==> src/rtl/tvt_pkg.sv <==
package tvt_pkg;

  localparam int CELL_PINS     = 3;
  localparam int CELLS_PER_BIT = 4;
  localparam int OBS_PER_BIT   = CELL_PINS * CELLS_PER_BIT;

  // input triple, A in bit 0
  typedef struct packed {
    logic c;
    logic b;
    logic a;
  } cell_in_t;

  // output triple, P in bit 0
  typedef struct packed {
    logic r;
    logic q;
    logic p;
  } cell_out_t;

  // controlled swap: A steers, B and C pass or cross
  function automatic cell_out_t cswap(input cell_in_t x);
    cell_out_t y;
    y.p = x.a;
    y.q = (~x.a & x.b) | (x.a & x.c);
    y.r = (x.a & x.b) | (~x.a & x.c);
    return y;
  endfunction

endpackage

==> src/rtl/tvt_fredkin_cell.sv <==
module tvt_fredkin_cell
  import tvt_pkg::*;
(
  input  cell_in_t  cin,
  output cell_out_t cout
);

  assign cout = cswap(cin);

endmodule

==> src/rtl/tvt_latch.sv <==
module tvt_latch
  import tvt_pkg::*;
#(
  parameter bit ACTIVE_HIGH = 1'b1
) (
  input  logic      clk,
  input  logic      rst,
  input  logic      en,
  input  logic      din,
  input  logic      c1,
  input  logic      c2,
  output logic      state,
  output logic      fb,
  output cell_out_t eq_o,
  output cell_out_t cp_o
);

  cell_in_t eq_i;
  cell_in_t cp_i;
  logic     nxt;

  // equation cell: enable steers between fed-back bit and new data
  assign eq_i.a = en;
  assign eq_i.b = fb;
  assign eq_i.c = din;

  tvt_fredkin_cell u_eq (
    .cin  (eq_i),
    .cout (eq_o)
  );

  generate
    if (ACTIVE_HIGH) begin : g_pos
      assign nxt = eq_o.q;   // en ? din : fb
    end else begin : g_neg
      assign nxt = eq_o.r;   // en ? fb : din
    end
  endgenerate

  always_ff @(posedge clk) begin
    if (rst) state <= 1'b0;
    else     state <= nxt;
  end

  // copy cell: stored bit on A, mode bits on B and C
  assign cp_i.a = state;
  assign cp_i.b = c1;
  assign cp_i.c = c2;

  tvt_fredkin_cell u_cp (
    .cin  (cp_i),
    .cout (cp_o)
  );

  assign fb = cp_o.q;

endmodule

==> src/rtl/tvt_msdff.sv <==
module tvt_msdff
  import tvt_pkg::*;
#(
  parameter int WIDTH = 4,
  localparam int OBSW = WIDTH * OBS_PER_BIT
) (
  input  logic             clk,
  input  logic             rst,
  input  logic [WIDTH-1:0] d,
  input  logic             en,
  input  logic             m_c1,
  input  logic             m_c2,
  input  logic             s_c1,
  input  logic             s_c2,
  output logic [WIDTH-1:0] q,
  output logic [WIDTH-1:0] qn,
  output logic [OBSW-1:0]  cell_obs
);

  logic [WIDTH-1:0] m_state;
  logic [WIDTH-1:0] m_fb;
  logic [WIDTH-1:0] s_state;
  logic [WIDTH-1:0] s_fb;

  generate
    for (genvar i = 0; i < WIDTH; i++) begin : g_bit
      cell_out_t m_eq, m_cp, s_eq, s_cp;

      tvt_latch #(.ACTIVE_HIGH(1'b1)) u_master (
        .clk   (clk),
        .rst   (rst),
        .en    (en),
        .din   (d[i]),
        .c1    (m_c1),
        .c2    (m_c2),
        .state (m_state[i]),
        .fb    (m_fb[i]),
        .eq_o  (m_eq),
        .cp_o  (m_cp)
      );

      // slave takes its data from the master copy cell's pass-through
      tvt_latch #(.ACTIVE_HIGH(1'b0)) u_slave (
        .clk   (clk),
        .rst   (rst),
        .en    (en),
        .din   (m_cp.p),
        .c1    (s_c1),
        .c2    (s_c2),
        .state (s_state[i]),
        .fb    (s_fb[i]),
        .eq_o  (s_eq),
        .cp_o  (s_cp)
      );

      assign q[i]  = s_cp.p;
      assign qn[i] = s_cp.r;
      assign cell_obs[i*OBS_PER_BIT +: OBS_PER_BIT] = {s_cp, s_eq, m_cp, m_eq};
    end
  endgenerate

endmodule

==> config.mk <==
export PLATFORM = sky130hd
export DESIGN_NAME = tvt_msdff
export DESIGN_NICKNAME = d
export VERILOG_FILES = /design/src/rtl/tvt_pkg.sv /design/src/rtl/tvt_fredkin_cell.sv /design/src/rtl/tvt_latch.sv /design/src/rtl/tvt_msdff.sv
export SDC_FILE = /design/constraint.sdc
export NUM_CORES = 1
export LEC_CHECK = 0
export ABC_CLOCK_PERIOD_IN_PS = 2700
export BUFFER_PORTS_ARGS = -buffer_cell sky130_fd_sc_hd__buf_2
export CORE_UTILIZATION = 43
export DETAILED_ROUTE_END_ITERATION = 6
export PLACE_DENSITY = 0.84
export REMOVE_ABC_BUFFERS = 1
export SLEW_MARGIN = 20
export SYNTH_ARGS = -nofsm -noshare
export SYNTH_HDL_FRONTEND = slang
export SYNTH_SLANG_ARGS = --single-unit
==> constraint.sdc <==
create_clock -name clk -period 2.7 [get_ports clk]
set_input_delay 0.405 -clock clk [delete_from_list [all_inputs] [get_ports clk]]
set_output_delay 0.405 -clock clk [all_outputs]
set_load 0.05 [all_outputs]
# [After elaboration in Yosys (flattened, before gate mapping)]
# Index checks and enable logic that the tools add are counted.
[classes] n_bitwise=105
[op_table] op="bitwise AND 1 bit" count=64
[op_table] op="bitwise OR 1 bit" count=32
[op_table] op="NOT 1 bit" count=9
[totals] regBits=8 inputBits=11 output_inout_bits=56 word_cells=113

# [Logic depth before layout (Yosys ltp)]
# Gate-level depths: netlist of the first run.
[logic_depth] word_depth=5 ltp_mapped=3 depth_no_buf=3

# [Cells and area by module]
# A second synthesis of the first run with hierarchy kept.
[unflattened] hier_cells=80 hier_area_um2=870.8
[by_module_without_submodules] mod="tvt_fredkin_cell" n_inst=16 cells_per_inst=3 area_each_um2=30.0 seq_area_each_um2=0.0
[by_module_without_submodules] mod="tvt_latch" n_inst=8 cells_per_inst=3 area_each_um2=41.3 seq_area_each_um2=20.0
[by_module_without_submodules] mod="tvt_msdff" n_inst=1 cells_per_inst=8 area_each_um2=60.1 seq_area_each_um2=0.0

# [Worst setup path before layout of the first run]
# OpenSTA, ideal clock, no wires.
[synth_path] path_type="input -> output" startpoint="input port en" endpoint="output port cell_obs[38]" arrival_ps=1376 required_ps=2295 setup_slack_ps=919 path_stages=3 n_path_buf=1 cell_sequence="buf_2 > nor2_1 > a21oi_1"
[synth_between] elab_chain_len=3 elab_cells_between_ends=4 classes_between="bitwise (4)"
[synth_lines] item="start: declaration" line="tvt_msdff.sv:10" source="input logic en,"
[synth_lines] item="NOT 1 bit" line="tvt_pkg.sv:26" source="y.r = (x.a & x.b) | (~x.a & x.c);"
[synth_lines] item="bitwise AND 1 bit" line="tvt_pkg.sv:26"
[synth_lines] item="bitwise OR 1 bit *" line="tvt_pkg.sv:26"
[synth_lines] item="end: declaration" line="tvt_msdff.sv:17" source="output logic [OBSW-1:0] cell_obs"
# Every way passes the cells marked *; elsewhere a longest branch is shown, timed or not.

# [Worst setup path after layout of the first run]
[layout_path] startpoint="register g_bit[3].u_slave.state" endpoint="output port cell_obs[43]"
[layout_between] elab_chain_len=5 elab_cells_between_ends=6 classes_between="bitwise (6)"
[layout_lines] item="start: declaration" line="tvt_latch.sv:12" source="output logic state,"
[layout_lines] item="start signal: assignment" line="tvt_latch.sv:42" source="else state <= nxt;"
[layout_lines] item="NOT 1 bit" line="tvt_pkg.sv:25" source="y.q = (~x.a & x.b) | (x.a & x.c);"
[layout_lines] item="bitwise AND 1 bit" line="tvt_pkg.sv:25"
[layout_lines] item="bitwise OR 1 bit *" line="tvt_pkg.sv:25"
[layout_lines] item="bitwise AND 1 bit *" line="tvt_pkg.sv:25"
[layout_lines] item="bitwise OR 1 bit *" line="tvt_pkg.sv:25"
# Marked as above.

==> results of run 1 <==
where the power goes:
group	switching [mW]	total (mW)	internal [mW]
sequential	0.0134	0.141	0.128
clock	0.0416	0.0926	0.0509
combinational	0.325	0.422	0.0977
total	0.380	0.656	0.276
area by class of cell:
cell class              instances  area, um^2
repair buffers                 67         338
inverters                       9        33.8
clock buffers                   3        22.5
multi-input cells              52         448
well taps                      27        33.8
fillers                       187         946
flip-flops and latches          8         160
through the flow:
step	hold slack, ns	total power [mW]
2_1_floorplan	0.470	0.450
3_3_place_gp	0.599	0.565
3_5_place_dp	0.603	0.568
4_1_cts	0.453	0.663
5_1_grt	0.463	0.687
6_report	0.454	0.656
cells in the final DEF, fill, tap and decap left out:
master / synthesis / routed
a211oi_1: 4 / 4
a211oi_2: 4 / 4
a21oi_1: 12 / 12
buf_2: 1 / 66
buf_4: 33 / 1
clkbuf_4: 0 / 3
dfxtp_1: 8 / 8
inv_1: 4 / 4
inv_2: 5 / 5
mux2_2: 10 / 10
mux2_4: 2 / 2
mux2i_2: 8 / 8
nor2_1: 8 / 8
nor2b_1: 4 / 4
flip-flops by register name, indices dropped and copies added (netlist names):
name,cells
g_bit.u_slave.state,4
g_bit.u_master.state,4
cell families after synthesis:
group / after synthesis / share of synthesized area (%)
buffers and inverters: 45 / 33.1
AND/OR/NAND/NOR: 12 / 6.05
flip-flops: 8 / 17.6
AO/OA/AOI/OAI: 20 / 15.4
multiplexers: 20 / 27.8
how the worst max path moves through the flow:
stage          slack, ns  cells after the start           end
2_1_floorplan       0.30                      2  cell_obs[20]
3_3_place_gp        0.93                      4   cell_obs[7]
3_5_place_dp        0.90                      4   cell_obs[7]
4_1_cts             0.80                      4  cell_obs[43]
5_1_grt             0.73                      4  cell_obs[19]
6_report            0.82                      4  cell_obs[43]
critical path, stage by stage (launching register included):
cell	delay, ns
dfxtp_1	0.39
mux2i_2	0.32
inv_2	0.06
mux2_4	0.25
buf_2	0.21
routing by layer:
metal / part of all wire (%) / global-route usage [%] / routed length [um]
met5: 0 / 0 / 0
met4: 0 / 3.33 / 0
met3: 9.0 / 6.79 / 158
met2: 46 / 29.2 / 811
met1: 45 / 16.4 / 781
==> metrics.txt, run 1 <==
status completed; CTS tree built; unrepaired setup endpoints after global routing false; post-layout min period 1.88 ns; gp weighted congestion about 0.66; critical path launch point type flip-flop; Slew Viols, Final 0; I/O Buffers 66; IO Pins 67; hold_sp rst; post_cts resized 0; Critical path origin g_bit[3].u_slave.state; placed insts 163; final instance area about 1000 um^2; Reg-to-Reg End g_bit[1].u_master.state; setup_tns 0 ns; syn avg cell area 8.66 um^2; share of cells above drive strength 1 slightly above 70%; Remaining Overflow, GRT 0; # Max-Cap Violations 0; number of synthesized flops with an enable pin 0; core box area 1980 um^2; R2R cell count 2; Rel. slew slack between 80% and 90%; first drt pass iteration count 3; die width 48.0 um; # DRC 0; Clock Sinks 8; FFs w/ async S/R, synth 0%; Std-Cell Rows 16; hpwl dp ~1.4 mm; post-synthesis instance total 105; cts bufs inserted 3; CTS Buffer Depth 2; register bit total from synthesis 8; CP Data Required Time 2.30 ns; Synth Flop Type dfxtp_1; number of library cell types mapped by synthesis 15; Ys Warns 0; worst slack at placement 0.902 ns; nets@finish 152; hold depth 2; Layout area overhead 13.9%; crit-path max FO 4; post-synthesis sequential area ratio 17.6%; max frequency 0.531 GHz; hold_buf cts 0; clock tree root driver cell clkbuf_4; most frequent cells after synthesis buf_4, a21oi_1, mux2_2; largest net degree at the start of global routing 19; first-pass GRT wire length 2.49 mm; hold-critical path endpoint g_bit[0].u_master.state; Pleak 0.540 nW; Final Skew 0.000199 ns; most common cell in the netlist buf_4; final hold vios 0; vias per cell 4.71; Post-DP Area approximately 1000 um^2; Overall Global Routing Usage between 10% and 20%; Max rail drop VDD 314 uV; H-tree Lvls 1; DR iter-0 viols 4; Die Ht 48.0 um; R2R setup slack about 1.7 ns; leading post-synthesis cells by cell area buf_4, dfxtp_1, mux2_2; final core occ 52.3%; Synth Cell Area around 910 um^2; CTS clk-pin slew, worst paths roughly 0.050 ns; pwr/cell area 633 nW/um^2; # setup viols final 0; Post-Layout Cell Count approximately 170; CP Capture Type output pin; Tcrit/Tclk final between 60% and 70%; Wirelength per Cell ~11 um; area leader, netlist buf_4; via count 782; worst min path class in2reg; worst r2r src g_bit[1].u_master.state; starting density of the core between 40% and 50%; Post-CTS Repair Setup Buffers 0; Worst Path Arrival 1.48 ns; Worst Tran Pin Value 0.264 ns; critical path type reg2out; Diodes inserted 0; Clock Latency Late Sink 0.25 ns; share of the synthesized area in the top cell type 27.2%; Routed Antenna Nets 0; initial antenna violation count 0; minimum setup slack in the final design 0.816 ns; Die ar. 2300 um^2; via count of the first global-routing pass 621; final WL 1.75 mm
Note: power is estimated with default switching activity, not from simulation.
==> run 2: changes to the inputs <==
- ABC_CLOCK_PERIOD_IN_PS: 2700 -> 1700
- CORE_UTILIZATION: 43 -> 36
- PLACE_DENSITY: 0.84 -> 0.75
- clock period: 2.7 -> 1.7 ns (I/O delays scaled with it)
==> run 2 against run 1 <==
  * Final cell count rose by 5.4%
  * Sequential share of layout area is 0.55 points lower
  * Core utilization shrank 3.3 points
  * Clock-buffer cell count unchanged
  * Worst setup slack lost 0.76 ns
  * Largest power group unchanged
  * Critical endpoint is now cell_obs[31]
  * Die area is 19% higher
  * Non-clock buffer count increased by 8
  * Wire length rose by 16%
==> metrics.txt, run 2 (synthesis gave the netlist of run 1 again) <==
status completed; # Max-Cap Violations 0 (unchanged); Die Ht 52.3 um (+8.9%); placed insts 168 (+3.1%); unrepaired setup endpoints after global routing true; Tcrit/Tclk final 96.9%; final hold vios 0 (unchanged); starting density of the core 39.6% (-6.3 points); CTS Buffer Depth 2 (unchanged); hold_sp rst; die width 52.3 um (+8.9%); top flop regs g_bit.u_master.state (4), g_bit.u_slave.state (4); Routed Antenna Nets 0 (unchanged); first drt pass iteration count 3 (unchanged); CP Capture Type output pin; Critical path origin g_bit[2].u_slave.state; I/O Buffers 66 (unchanged); Worst Tran Pin Value 0.277 ns (+0.0127 ns); most common cell after layout, fill and taps aside buf_2; Clock Sinks 8 (unchanged); # setup viols final 0 (unchanged); Layout area overhead 23.7%; post-layout min period around 1.6 ns; max frequency 0.607 GHz; critical path launch point type flip-flop; Wirelength per Cell 11.7 um (+10%); critical path type reg2out; Post-Layout Cell Count 175 (+5.4%); H-tree Lvls 1 (unchanged); largest net degree at the start of global routing 27 (+8); gp weighted congestion 0.626 (-4.9%); Remaining Overflow, GRT 0 (unchanged); Final Skew 0.000236 ns (+0.0000371 ns); Die ar. 2730 um^2 (+19%); DR iter-0 viols 5 (+1); CTS tree built; Overall Global Routing Usage 16.0% (+0.19 points); worst min path class in2reg; CP Data Required Time 1.44 ns (-0.86 ns); Slew Viols, Final 0 (unchanged); clock tree root driver cell clkbuf_4; nets@finish 160 (+5.3%); CTS clk-pin slew, worst paths 0.06 ns (about the same); vias per cell 4.74 (+0.56%); Power Total 1.08 mW (+64%); Pleak 0.582 nW (+7.8%); crit-path max FO 4 (unchanged); most frequent cells in the layout buf_2, a21oi_1, mux2_2, buf_4, nor2_1; IO Pins 67 (unchanged); via count of the first global-routing pass 712 (+15%); Max rail drop VDD 445 uV (+42%); via count 829 (+6.0%); # DRC 0 (unchanged); core box area 2300 um^2 (+16%); hpwl dp 1.51 mm (+9.8%); Rel. slew slack 81.2% (-0.86 points); pwr/cell area 957 nW/um^2 (+51%); final WL 2.04 mm (+16%); share of cells above drive strength 1 75.5% (+4.3 points); worst r2r src g_bit[3].u_master.state; initial antenna violation count 0 (unchanged); first-pass GRT wire length 3.15 mm (+27%); Std-Cell Rows 17 (+1); Worst Path Arrival 1.39 ns (-0.09 ns); cts bufs inserted 3 (unchanged); Diodes inserted 0 (unchanged); Clock Latency Late Sink 0.25 ns (about the same)
==> run 2: metal layers <==
layer	share of wire [%]	GRT usage (%)	vias to the layer above
li1	-	-	410
met1	43	17.7	372
met2	47	28.4	47
met3	10	6.96	0
met4	0	2.63	0
met5	0	0	-
==> run 2: repair_timing <==
action                     4_1_cts  5_1_grt
setup endpoints to repair        4        5
buffers inserted                 4        0
hold buffers                     0        0
resized for setup                3        6
==> run 2: final cells by class <==
class / instances / area [um^2]
inverters: 9 / 33.8
multi-input cells: 52 / 465
well taps: 28 / 35.0
repair buffers: 75 / 400
clock buffers: 3 / 22.5
flip-flops and latches: 8 / 168
fillers: 246 / 1170
==> run 2: power by group <==
group          leakage (nW)  internal, mW  switching [mW]
clock                0.0138        0.0810          0.0681
sequential           0.0681         0.204          0.0223
combinational         0.500         0.176           0.525
==> run 2: through the flow <==
stage                     hold WS, ns  area, um^2  worst slack (ns)  TNS (ns)  util (%)
after floorplan                 0.320         642            -0.551     -7.69         -
after global placement          0.580        1040             0.265         0      45.5
after detailed placement        0.584        1040             0.249         0      45.5
after CTS                       0.307        1100           0.00606         0      47.9
after global routing            0.306        1120          -0.00282  -0.00282      49.0
final                           0.319        1120            0.0530         0      49.0
==> run 2: worst max-delay path, stage by stage (launching register included) <==
cell	delay (ns)
dfxtp_2	0.36
mux2i_2	0.25
inv_2	0.06
mux2_2	0.26
buf_2	0.21
==> run 2: path summary, 6_finish.rpt <==
path                            depth (start not counted)  slack, ns                 endpoint
worst max-delay path                                    4       0.05             cell_obs[31]
worst min-delay path                                    2       0.32  g_bit[3].u_master.state
worst max register to register                          2       0.71  g_bit[3].u_master.state
worst min register to register                          2       0.60   g_bit[0].u_slave.state
==> run 3: changes to the inputs <==
- PLACE_DENSITY: 0.75 -> 0.83
==> run 3 against run 2 <==
  * Sequential share of layout area up 0.50 points
  * Clock power increased by 3%
  * Critical path depth unchanged
  * Clock skew grew 0.0051 ns
  * Maximum frequency barely moved
  * Final cell count decreased by 2.9%
  * Largest power group unchanged
  * Total power rose by 0.51%
  * Core utilization increased by 0.16 points
==> metrics.txt, run 3 (synthesis gave the netlist of run 1 again) <==
status completed; first drt pass iteration count 4 (+1); Die Ht 52.3 um (unchanged); Remaining Overflow, GRT 0 (unchanged); pwr/cell area 959 nW/um^2 (+0.18%); # DRC 0 (unchanged); setup_tns 0 ns (unchanged); Flop pwr share 21.1% (about the same); placed insts 166 (-1.2%); clock tree root driver cell clkbuf_4; # Max-Cap Violations 0 (unchanged); Slew Viols, Final 0 (unchanged); Wirelength per Cell 11.6 um (-0.19%); Overall Global Routing Usage 14.7% (-1.3 points); first-pass GRT wire length 2.99 mm (-5.0%); Die ar. 2730 um^2 (unchanged); R2R cell count 2 (unchanged); critical path type reg2out; Diodes inserted 0 (unchanged); via count of the first global-routing pass 715 (+0.42%); Max rail drop VDD 402 uV (-9.8%); worst r2r src g_bit[0].u_master.state; Rel. slew slack 81.8% (+0.59 points); Final Skew 0.00529 ns (+0.00505 ns); CP Data Required Time 1.44 ns (about the same); Clock Sinks 8 (unchanged); Tcrit/Tclk final 96.8% (about the same); # setup viols final 0 (unchanged); worst min path class in2reg; core box area 2300 um^2 (unchanged); Worst Path Arrival 1.39 ns (about the same); I/O Buffers 66 (unchanged); hold_sp en; vias per cell 4.76 (+0.46%); CTS tree built; Psw 622 uW (+1.0%); most common cell after layout, fill and taps aside buf_2; CP Cell Sequence mux2i_4 -> inv_2 -> mux2_4 -> clkbuf_4; max frequency 0.607 GHz (about the same); initial antenna violation count 0 (unchanged); Layout area overhead 24.1%; area occupied by multi-input gates 492 um^2 (+5.6%); IO Pins 67 (unchanged); hold depth 2 (unchanged); hold-critical path endpoint g_bit[3].u_slave.state; top flop regs g_bit.u_master.state (4), g_bit.u_slave.state (4); worst slack at placement 0.231 ns (-0.0185 ns); Clock Latency Late Sink 0.25 ns (about the same); Reg-to-Reg End g_bit[0].u_master.state; unrepaired setup endpoints after global routing false; gp weighted congestion 0.686 (+9.5%); final hold vios 0 (unchanged); Routed Antenna Nets 0 (unchanged); crit-path max FO 4 (unchanged); H-tree Lvls 1 (unchanged); Post-Layout Cell Count 170 (-2.9%); fill count 221 (-10%); DR iter-0 viols 8 (+3); combinational share of power 64.8% (-0.4 points); cts bufs inserted 3 (unchanged); hpwl dp 1.51 mm (-0.57%); via count 809 (-2.4%); Switching Share 57.5% (+0.28 points); nets@finish 155 (-3.1%); die width 52.3 um (unchanged); CTS clk-pin slew, worst paths 0.06 ns (about the same); Pleak 0.563 nW (-3.3%); most frequent cells in the layout buf_2, a21oi_1, mux2_2, nor2_1; critical path launch point type flip-flop; Slowest cell on crit path dfxtp_4; clock share of power 14.1% (+0.2 points); final WL 1.98 mm (-3.0%); CP Capture Type output pin; Power Total 1.08 mW (+0.51%); sequential cell area 174 um^2 (+3.7%); cell internal pwr 460 uW (-0.13%); Std-Cell Rows 17 (unchanged); post-layout min period 1.65 ns (-0.000776 ns); minimum setup slack in the final design 0.0538 ns (+0.000776 ns); R2R setup slack 0.70 ns (about the same); starting density of the core 39.6% (unchanged); Crit path largest cell delay 0.38 ns (+0.02 ns); largest net degree at the start of global routing 20 (-26%); Worst Tran Pin Value 0.268 ns (-0.00875 ns); CTS Buffer Depth 2 (unchanged); share of cells above drive strength 1 75.4% (-0.16 points)
## run 3: cell count changes in the layout (fill, tap and decap cells not counted), sizes merged
cell,before,now
buf,75,69
clkbuf,3,4
## run 3: worst max-delay path, delay by kind of cell (launching register included)
family	cells	cell delay, ns
multiplexers	2	0.50
flip-flops	1	0.38
buffers and inverters	2	0.26
## run 3: stage by stage
stage	instance area (um^2)	hold slack (ns)	util [%]
final	1130	0.288	49.1
after global routing	1130	0.320	49.1
after CTS	1070	0.279	46.7
after detailed placement	1030	0.563	44.8
after global placement	1030	0.542	44.8
after floorplan	642	0.320	-
## run 3: layout make-up
class	count	area share, %
multi-input cells	52	43.6
repair buffers	70	32.9
flip-flops and latches	8	15.4
well taps	28	3.10
inverters	9	2.99
clock buffers	3	2.00
## run 3: power groups by stage
stage               Clock [mW]  Combinational [mW]  Sequential, mW
floorplan                    0               0.413           0.303
global placement             0               0.674           0.228
detailed placement           0               0.679           0.229
CTS                      0.158               0.685           0.227
global route             0.165               0.734           0.231
finish                   0.153               0.701           0.228
## run 3: routing by layer
metal | global-route usage (%) | share of wire, % | routed length (um) | vias to the layer above
met5 | 0 | 0 | 0 | -
met1 | 16.3 | 43 | 851 | 366
met3 | 2.61 | 8.4 | 166 | 0
met4 | 6.14 | 0 | 0 | 0
met2 | 26.9 | 49 | 960 | 42
li1 | - | - | - | 401
## run 3: worst max path at each step
| stage | from | end | depth (start not counted) |
|---|---|---|---|
| after floorplan | g_bit[1].u_slave.state | cell_obs[20] | 2 |
| after global routing | g_bit[3].u_slave.state | cell_obs[43] | 4 |
| final | g_bit[3].u_slave.state | cell_obs[43] | 4 |
| after detailed placement | en | cell_obs[38] | 6 |
| after global placement | g_bit[2].u_slave.state | cell_obs[31] | 4 |
| after CTS | g_bit[0].u_slave.state | cell_obs[7] | 4 |
## run 3: what timing repair did
action / in CTS / in global routing
endpoints found under the setup margin: 4 / 5
buffers inserted: 1 / 0
resized for setup: 5 / 14
hold buffers: 0 / 0
